[config.mk]
export PLATFORM = sky130hd
export DESIGN_NAME = eow_status_read
export DESIGN_NICKNAME = d
export VERILOG_FILES = /design/src/rtl/eow_status_pkg.sv /design/src/rtl/eow_read_decode.sv /design/src/rtl/eow_last_byte.sv /design/src/rtl/eow_toggle.sv /design/src/rtl/eow_status_read.sv
export SDC_FILE = /design/constraint.sdc
export NUM_CORES = 1
export LEC_CHECK = 0
export BUFFER_PORTS_ARGS = -buffer_cell sky130_fd_sc_hd__buf_2
export CAP_MARGIN = 20
export CORE_AREA = 3 3 40 42
export CTS_BUF_LIST = sky130_fd_sc_hd__clkbuf_16
export DETAILED_ROUTE_END_ITERATION = 10
export DIE_AREA = 0 0 43 45
export SLEW_MARGIN = 20
export SYNTH_ARGS = -nofsm -noshare
export SYNTH_HDL_FRONTEND = slang
export SYNTH_SLANG_ARGS = --single-unit
export TNS_END_PERCENT = 50
[constraint.sdc]
create_clock -name clk_i -period 2.4 [get_ports clk_i]
set_clock_uncertainty 0.2 [all_clocks]
set_input_delay 0.48 -clock clk_i [delete_from_list [all_inputs] [get_ports clk_i]]
set_output_delay 0.48 -clock clk_i [all_outputs]
set_load 0.005 [all_outputs]
[src/rtl/eow_status_pkg.sv]
package eow_status_pkg;
  typedef enum logic [1:0] {
    SRC_NONE   = 2'd0,
    SRC_ARRAY  = 2'd1,
    SRC_STATUS = 2'd2
  } rd_src_e;
endpackage

[src/rtl/eow_read_decode.sv]
module eow_read_decode (
  input  logic clk_i,
  input  logic rst_ni,
  input  logic ce_ni,
  input  logic oe_ni,
  input  logic we_ni,
  output logic rd_o,
  output logic rd_done_o
);
  logic rd_q;

  assign rd_o = ~ce_ni & ~oe_ni & we_ni;

  always_ff @(posedge clk_i or negedge rst_ni) begin
    if (!rst_ni) rd_q <= 1'b0;
    else         rd_q <= rd_o;
  end

  // strobe completes when the active read is released
  assign rd_done_o = rd_q & ~rd_o;
endmodule

[src/rtl/eow_last_byte.sv]
module eow_last_byte #(
  parameter int DATA_W = 8
) (
  input  logic              clk_i,
  input  logic              rst_ni,
  input  logic              load_i,
  input  logic [DATA_W-1:0] data_i,
  output logic [DATA_W-1:0] last_o
);
  always_ff @(posedge clk_i or negedge rst_ni) begin
    if (!rst_ni)     last_o <= '0;
    else if (load_i) last_o <= data_i;
  end
endmodule

[src/rtl/eow_toggle.sv]
module eow_toggle #(
  parameter logic TOG_INIT = 1'b0
) (
  input  logic clk_i,
  input  logic rst_ni,
  input  logic busy_i,
  input  logic rd_done_i,
  output logic tog_o
);
  logic busy_q;
  logic start;

  assign start = busy_i & ~busy_q;

  always_ff @(posedge clk_i or negedge rst_ni) begin
    if (!rst_ni) begin
      busy_q <= 1'b0;
      tog_o  <= TOG_INIT;
    end else begin
      busy_q <= busy_i;
      if (start)                  tog_o <= TOG_INIT;
      else if (busy_i && rd_done_i) tog_o <= ~tog_o;
    end
  end
endmodule

[src/rtl/eow_status_read.sv]
module eow_status_read
  import eow_status_pkg::*;
#(
  parameter int   DATA_W   = 8,
  parameter logic TOG_INIT = 1'b0
) (
  input  logic              clk_i,
  input  logic              rst_ni,
  input  logic              ce_ni,
  input  logic              oe_ni,
  input  logic              we_ni,
  input  logic              busy_i,
  input  logic              wr_load_i,
  input  logic [DATA_W-1:0] wr_data_i,
  input  logic [DATA_W-1:0] arr_data_i,
  output logic [DATA_W-1:0] data_o,
  output logic              data_oe_o
);
  localparam int POLL_BIT = DATA_W - 1;
  localparam int TOG_BIT  = DATA_W - 2;
  localparam int FILL_W   = DATA_W - 2;

  logic              rd;
  logic              rd_done;
  logic              tog_q;
  logic [DATA_W-1:0] last_q;
  logic [DATA_W-1:0] status_word;
  rd_src_e           src;

  eow_read_decode i_dec (
    .clk_i    (clk_i),
    .rst_ni   (rst_ni),
    .ce_ni    (ce_ni),
    .oe_ni    (oe_ni),
    .we_ni    (we_ni),
    .rd_o     (rd),
    .rd_done_o(rd_done)
  );

  eow_last_byte #(.DATA_W(DATA_W)) i_last (
    .clk_i (clk_i),
    .rst_ni(rst_ni),
    .load_i(wr_load_i),
    .data_i(wr_data_i),
    .last_o(last_q)
  );

  eow_toggle #(.TOG_INIT(TOG_INIT)) i_tog (
    .clk_i    (clk_i),
    .rst_ni   (rst_ni),
    .busy_i   (busy_i),
    .rd_done_i(rd_done),
    .tog_o    (tog_q)
  );

  assign status_word = {~last_q[POLL_BIT], tog_q, {FILL_W{1'b0}}};

  always_comb begin
    if (!rd)        src = SRC_NONE;
    else if (busy_i) src = SRC_STATUS;
    else            src = SRC_ARRAY;
  end

  always_comb begin
    unique case (src)
      SRC_ARRAY:  data_o = arr_data_i;
      SRC_STATUS: data_o = status_word;
      default:    data_o = '0;
    endcase
  end

  assign data_oe_o = (src != SRC_NONE);

  // TOG_BIT documents the status layout for readers of the checker
  logic unused_tog_bit;
  assign unused_tog_bit = status_word[TOG_BIT] ^ tog_q;
endmodule

==> flow_summary.toml, run 1 <==
[outcome]
status = "completed"

[die]
ios = 32
fp.dieW_um = 43
start_util = 0.194
rows = 13
dieArea_um2 = 1940
core_um2 = 1280
dieHeight_um = 45

[pwr]
comb_power_share = 0.098
power_leakage_nw = 0.274
powerDensity_nw_per_um2 = 788
total_power_mw = 0.370
p_switching_mw = 0.0606
p_int_mw = 0.309
sequentialPowerShare = 0.211
peakVddDrop_uv = 496
clockPowerShare = 0.691
switching_share = 0.164

[clock_network]
clock-sinks = 4
cts.clk_slew.worst_paths_ns = 0.03
cts_buffer_depth = 2
numCtsBuffers = 3
root_buffer = "clkbuf_16"
clk_latency_ns = 0.22
cts_htree_levels = 1
cts_tree = "built"

[synthesis]
synth.area.top_cells = "dfrtp_1 40%, and2_1 15%, mux2i_1 8.0%"
syn_avg_cell_area_um2 = 9.22
yosysSeqAreaShare = 0.402
yosysTopAreaCell = "dfrtp_1"
synth_compound_area_frac = 0.0603
synth-xor-area-share = 0
ys_warn_count = 0
syn-cell-area_um2 = 249
synth_cell_types = 14
synth_fa_ha_area_frac = 0
synthesis.nets = 50
muxShareOfSynthArea = 0.0804
synth_top_family_by_area = "simple AND/OR/NAND/NOR gates"
synth_seq_cells = 4
synth_top_area_frac = 0.402
synthSimpleGateAreaFrac = 0.347
synthCells = 27

[worst_setup_path]
crit_arrival_ns = 1.38
end_kind = "output pin"
required_ns = 1.72
r2r_setup_slack_ns = 1.25
worstSetupStartpointType = "input port"
r2r-start = "i_tog.tog_o"
critical_path_class = "in2out"
cp_max_fo = 6
r2r_cells = 3
regToRegEndpoint = "i_tog.tog_o"

[global_routing]
use_met3 = 0.0359
grt_max_degree = 7
grt.overflow.total = 0
top_usage_layer = "met2"
grt_pass1_wl_mm = 1.05
met1_usage = 0.0880
use_met2 = 0.114
track_usage = 0.0745
antenna_found_initial = 0
grt_pass1_vias = 253

[layout]
antenna-diode-count = 0
nNetsFinal = 80
areaGrowthSynthToFinish_pct = 88.4
mostFrequentLayoutCells = "24 x buf_2, 6 x and2_1, 4 x dfrtp_1"
postLayoutCoreUtil = 0.365
num-fill-cells = 134
multiInputGateArea_um2 = 121
drive_above_1_share = 0.545
final_common_cell = "buf_2"
regArea_um2 = 100

[timing]
finalMaxSlewViolations = 0
min_period_ns = 2.06
fmax_mhz = 486
final.setup.worst_slack_ns = 0.341
hold_viol = 0
setup_violations = 0
rsz0062_at_grt = "no"
tns_ns = 0
relSlewSlack = 0.914
worst_pin_slew_ns = 0.125
period_share = 0.858

[placed_design]
dpl.hpwl_um = 544
port_buffers = 24
place_ws_ns = 0.335
gp_congestion = 0.605

[routing]
vias = 271
post_drt_wl_per_cell_um = 8.99
ant_nets = 0
vias_per_cell = 3.87
drc_errors = 0
wl_um = 629
drt_iter0_drc = 0
firstDrtPassIters = 1

[run]
drv_cap = 0

[min_path]
hold_path_class = "in2reg"
min_path_cells = 2
hold_end = "i_last.last_o[7]"
hp-start = "wr_load_i"
## worst max-delay path by stage
stage          cells after the start  start  slack [ns]         to
2_1_floorplan                      4  oe_ni        0.46  data_o[0]
5_1_grt                            5  oe_ni        0.26  data_o[5]
4_1_cts                            5  oe_ni        0.33  data_o[0]
3_5_place_dp                       5  oe_ni        0.33  data_o[0]
6_report                           5  oe_ni        0.34  data_o[0]
3_3_place_gp                       5  oe_ni        0.33  data_o[0]
## per-layer routing
layer	vias to the layer above	wire length, µm
met5	-	0
met4	0	0
met3	0	43
met2	8	323
met1	117	262
li1	146	-
## power groups by stage
stage / clock network (mW) / registers (mW) / logic, mW
2_1_floorplan: 0 / 0.0780 / 0.0174
3_3_place_gp: 0 / 0.0788 / 0.0352
3_5_place_dp: 0 / 0.0791 / 0.0355
4_1_cts: 0.260 / 0.0783 / 0.0369
5_1_grt: 0.267 / 0.0795 / 0.0411
6_report: 0.255 / 0.0782 / 0.0362
## flip-flops by register name, indices dropped and copies added (netlist names)
register,cells
i_tog.tog_o,1
i_last.last_o,1
i_tog.busy_q,1
i_dec.rd_q,1
## per-stage QoR
stage	cells	hold WS [ns]	area, µm²
final	70	0.257	469
after CTS	70	0.260	469
after floorplan	27	-0.0156	249
after global routing	70	0.272	469
after global placement	66	0.0894	384
after detailed placement	66	0.0882	384
## synthesized netlist by cell type
master and n:
clkinv_4 1, nor2_2 1, o21ai_0 1, or3b_1 1, buf_6 1, mux2i_1 2
a311o_1 1, nand2_1 2, nand4b_1 1, dfrtp_1 4, nor2_1 3, inv_1 2
nor2b_1 1, and2_1 6
## final cells by class
class                   count  area share
multi-input cells          19       0.259
well taps                  15      0.0400
clock buffers               3       0.160
inverters                   3      0.0347
repair buffers             26       0.293
flip-flops and latches      4       0.213
## worst max-delay path, cell delays in order
cell	delay, ns
buf_2	0.09
or3b_1	0.40
nor2_2	0.16
and2_1	0.14
buf_2	0.10
## cell families after synthesis
group                  after synthesis
flip-flops                           4
AND/OR/NAND/NOR                     15
AO/OA/AOI/OAI                        2
multiplexers                         2
buffers and inverters                4
## repair_timing
| item | in CTS | in global routing |
|---|---|---|
| hold buffers | 1 | 0 |
| endpoints found under the hold margin | 4 | 0 |
| resized for setup | 0 | 0 |
| buffers inserted | 0 | 0 |
No activity file was read; power rests on OpenSTA's default activity.
==> run 2: changes to the inputs <==
--- a/config.mk
+++ b/config.mk
@@ -11,8 +11,10 @@
 export CTS_BUF_LIST = sky130_fd_sc_hd__clkbuf_16
 export DETAILED_ROUTE_END_ITERATION = 10
 export DIE_AREA = 0 0 43 45
+export PLACE_DENSITY = 0.76
 export SLEW_MARGIN = 20
 export SYNTH_ARGS = -nofsm -noshare
 export SYNTH_HDL_FRONTEND = slang
+export SYNTH_HIERARCHICAL = 1
 export SYNTH_SLANG_ARGS = --single-unit
 export TNS_END_PERCENT = 50
==> flow_summary.toml, run 2 <==
[timing]
setup_violations = 0
min_period_ns = 1.93
hold_viol = 0
worst_pin_slew_ns = 0.201
fmax_mhz = 518
rsz0062_at_grt = "no"
finalMaxSlewViolations = 0
final.setup.worst_slack_ns = 0.469
period_share = 0.805
tns_ns = 0
relSlewSlack = 0.866

[pwr]
total_power_mw = 0.377
power_leakage_nw = 0.261
peakVddDrop_uv = 368
powerDensity_nw_per_um2 = 787

[die]
rows = 13
ios = 32
fp.dieW_um = 43
dieHeight_um = 45
core_um2 = 1280
start_util = 0.204
dieArea_um2 = 1940

[routing]
firstDrtPassIters = 4
ant_nets = 0
drc_errors = 0
post_drt_wl_per_cell_um = 9.22
vias = 271
drt_iter0_drc = 6
wl_um = 618
vias_per_cell = 4.04

[worst_setup_path]
r2r-start = "i_dec/rd_q"
regToRegEndpoint = "i_tog/tog_o"
cp_max_fo = 6
r2r_cells = 3
required_ns = 1.72
critical_path_class = "in2out"
crit_start = "oe_ni"
critPathCapture = "data_o[1]"
worstSetupStartpointType = "input port"
crit_arrival_ns = 1.25
r2r_setup_slack_ns = 1.38
end_kind = "output pin"

[synthesis]
ys_warn_count = 6
synthCells = 25
synthesis.nets = 48
syn_avg_cell_area_um2 = 10.5
syn-cell-area_um2 = 263

[global_routing]
grt.overflow.total = 0
grt_pass1_wl_mm = 1.12
track_usage = 0.0836
grt_pass1_vias = 271
grt_max_degree = 8
antenna_found_initial = 0

[placed_design]
gp_congestion = 0.684
place_ws_ns = 0.447
port_buffers = 24
place_area_um2 = 394
place_inst = 63

[clock_network]
ctsResizeCount = 0
cts_setup_buffers = 0
clk_latency_ns = 0.22
cts_buffer_depth = 2
root_buffer = "clkbuf_16"
holdBufCountCts = 1
numCtsBuffers = 3
cts.clk_slew.worst_paths_ns = 0.03
cts_htree_levels = 1
clock-sinks = 4
cts_tree = "built"

[layout]
fin_area_um2 = 479
final_common_cell = "buf_2"
mostFrequentLayoutCells = "24 x buf_2, 6 x and2_1, 4 x dfrtp_1"
drive_above_1_share = 0.615
num-fill-cells = 136
antenna-diode-count = 0
areaGrowthSynthToFinish_pct = 82.4
nNetsFinal = 77
finalNonFillerCells = 67

[run]
drv_cap = 0

[min_path]
hold_path_class = "in2reg"

[outcome]
status = "completed"
## run 2: routing by layer
metal	wire, µm	vias to the layer above	global-route usage
met2	291	21	0.126
met1	217	113	0.0829
li1	-	137	-
met5	0	-	0
met3	109	0	0.0598
met4	0	0	0.0542
## run 2: worst min-delay path by stage
stage                     startpoint  depth (start not counted)  slack [ns]               end
after floorplan               rst_ni                          0       -0.02        i_dec/rd_q
after global placement        rst_ni                          1        0.08  i_last/last_o[7]
after detailed placement      rst_ni                          1        0.09  i_last/last_o[7]
after CTS                     busy_i                          1        0.27      i_tog/busy_q
after global routing          busy_i                          1        0.29      i_tog/busy_q
final                         busy_i                          1        0.27      i_tog/busy_q
## run 2: worst max-delay path, cell delays in order
cell and delay [ns]:
buf_2 0.10, nor3b_2 0.18, nor2b_2 0.24, and2_1 0.15, buf_2 0.10
## run 2: where the power goes
group	switching, mW	leakage [nW]	total, mW	internal [mW]
logic	0.0146	0.174	0.0395	0.0249
registers	0.00425	0.0499	0.0787	0.0745
clock network	0.0461	0.0370	0.259	0.213
## run 2: layout make-up
| cell class | instances | area [µm²] | share of cell area |
|---|---|---|---|
| Tap cell | 15 | 18.8 | 0.0392 |
| Sequential cell | 4 | 100 | 0.209 |
| Timing Repair Buffer | 26 | 138 | 0.287 |
| Clock buffer | 3 | 75.1 | 0.157 |
| Multi-Input combinational cell | 18 | 144 | 0.300 |
| Inverter | 1 | 3.75 | 0.00783 |
## run 2: metrics by stage
step,hold slack [ns],utilization
detailed placement,0.0858,0.307
finish,0.270,0.373
global placement,0.0846,0.307
floorplan,-0.0156,-
global route,0.286,0.373
CTS,0.272,0.373
==> run 3: changes to the inputs <==
--- a/config.mk
+++ b/config.mk
@@ -5,13 +5,14 @@
 export SDC_FILE = /design/constraint.sdc
 export NUM_CORES = 1
 export LEC_CHECK = 0
+export ABC_AREA = 1
 export BUFFER_PORTS_ARGS = -buffer_cell sky130_fd_sc_hd__buf_2
 export CAP_MARGIN = 20
 export CORE_AREA = 3 3 40 42
 export CTS_BUF_LIST = sky130_fd_sc_hd__clkbuf_16
 export DETAILED_ROUTE_END_ITERATION = 10
 export DIE_AREA = 0 0 43 45
-export PLACE_DENSITY = 0.76
+export PLACE_DENSITY = 0.74
 export SLEW_MARGIN = 20
 export SYNTH_ARGS = -nofsm -noshare
 export SYNTH_HDL_FRONTEND = slang
==> constraint.sdc (replaced) <==
create_clock -name clk_i -period 1.9 [get_ports clk_i]
set_clock_uncertainty 0.2 [all_clocks]
set_input_delay 0.38 -clock clk_i [delete_from_list [all_inputs] [get_ports clk_i]]
set_output_delay 0.38 -clock clk_i [all_outputs]
set_load 0.005 [all_outputs]
==> flow_summary.toml, run 3 <==
[global_routing]
track_usage = 0.0735
grt_pass1_vias = 272
antenna_found_initial = 0
grt.overflow.total = 0
grt_max_degree = 8
grt_pass1_wl_mm = 1.00

[synthesis]
syn_avg_cell_area_um2 = 6.46
ys_warn_count = 6
syn-cell-area_um2 = 272
synthCells = 42
synthesis.nets = 65

[layout]
final_common_cell = "buf_2"
mostFrequentLayoutCells = "24 x buf_2, 11 x inv_1, 8 x nand2_1"
drive_above_1_share = 0.449
num-fill-cells = 132
areaGrowthSynthToFinish_pct = 79.7
fin_area_um2 = 488
multiInputGateArea_um2 = 111
nNetsFinal = 94
finalNonFillerCells = 84
antenna-diode-count = 0
regArea_um2 = 100

[worst_setup_path]
critical_path_class = "in2out"
end_kind = "output pin"
path_depth = 6
critical-path-max-stage-delay_ns = 0.17
crit_family = "buffers and inverters"
cp_max_fo = 7
path_common_cell = "buf_2"
cp_cell_sequence = "buf_2, nor3b_2, buf_4, nand2_2, nor2_1, buf_2"
r2r_cells = 5
cpMaxStageDelayCell = "buf_4"
required_ns = 1.32
crit_arrival_ns = 1.12
worstSetupStartpointType = "input port"
path_buf_inv = 3

[clock_network]
cts_buffer_depth = 2
numCtsBuffers = 3
cts_tree = "built"
clock-sinks = 4
cts_htree_levels = 1
ctsResizeCount = 0
cts.clk_slew.worst_paths_ns = 0.03
root_buffer = "clkbuf_16"
clk_latency_ns = 0.22

[routing]
drc_errors = 0
ant_nets = 0
vias = 326
vias_per_cell = 3.88
post_drt_wl_per_cell_um = 8.37
firstDrtPassIters = 4
wl_um = 703
drt_iter0_drc = 4

[pwr]
peakVddDrop_uv = 602
total_power_mw = 0.462
power_leakage_nw = 0.317
powerDensity_nw_per_um2 = 946

[placed_design]
place_ws_ns = 0.196
dpl.hpwl_um = 582
place_area_um2 = 403
port_buffers = 24
gp_congestion = 0.620
place_inst = 80

[die]
rows = 13
ios = 32
dieHeight_um = 45
dieArea_um2 = 1940
core_um2 = 1280
fp.dieW_um = 43
start_util = 0.211

[timing]
worst_pin_slew_ns = 0.180
finalMaxSlewViolations = 0
relSlewSlack = 0.880
fmax_mhz = 590
rsz0062_at_grt = "no"
setup_violations = 0
period_share = 0.892
final.setup.worst_slack_ns = 0.205
hold_viol = 0
tns_ns = 0
min_period_ns = 1.70

[outcome]
status = "completed"

[run]
drv_cap = 0

[min_path]
hold_path_class = "in2reg"
min_path_cells = 1
run 3: final timing paths:
path,from,to,slack [ns]
max reg2reg,i_dec/rd_q,i_tog/tog_o,0.87
min,busy_i,i_tog/busy_q,0.16
min reg2reg,i_last/last_o[7],i_last/last_o[7],0.27
min in group asynchronous,rst_ni,i_dec/rd_q,0.29
max,oe_ni,data_o[0],0.20
max in group asynchronous,rst_ni,i_last/last_o[7],1.09
run 3: metrics by stage:
stage	utilization	hold slack, ns
finish	0.380	0.159
global route	0.380	0.158
CTS	0.380	0.152
floorplan	-	-0.116
global placement	0.314	-0.0133
detailed placement	0.314	-0.00890
run 3: final cells by class:
cell class / instances / area share
Clock buffer: 3 / 0.154
Inverter: 12 / 0.0923
Multi-Input combinational cell: 24 / 0.228
Sequential cell: 4 / 0.205
Tap cell: 15 / 0.0385
Timing Repair Buffer: 26 / 0.282
run 3: worst register-to-register path: stages (launching register included):
cell     delay (ns)
dfrtp_1        0.31
inv_1          0.04
a21oi_1        0.16
nand2_1        0.08
nand3_1        0.08
nand2_1        0.05
run 3: repair_timing:
action | in CTS | in global routing
hold buffers | 1 | 0
setup buffers | 0 | 0
endpoints found under the hold margin | 4 | 0
run 3: metal layers:
metal | wire length [µm] | up-vias | global-route usage | share of wire
met5 | 0 | - | 0 | 0
met4 | 0 | 0 | 0.0542 | 0
met3 | 54 | 0 | 0.0359 | 0.077
met2 | 354 | 13 | 0.114 | 0.50
met1 | 295 | 137 | 0.0777 | 0.42
li1 | - | 176 | - | -
run 3: power breakdown:
group | switching [mW] | internal (mW) | total [mW]
sequential | 0.00270 | 0.0909 | 0.0937
clock | 0.0565 | 0.269 | 0.325
combinational | 0.0206 | 0.0224 | 0.0430
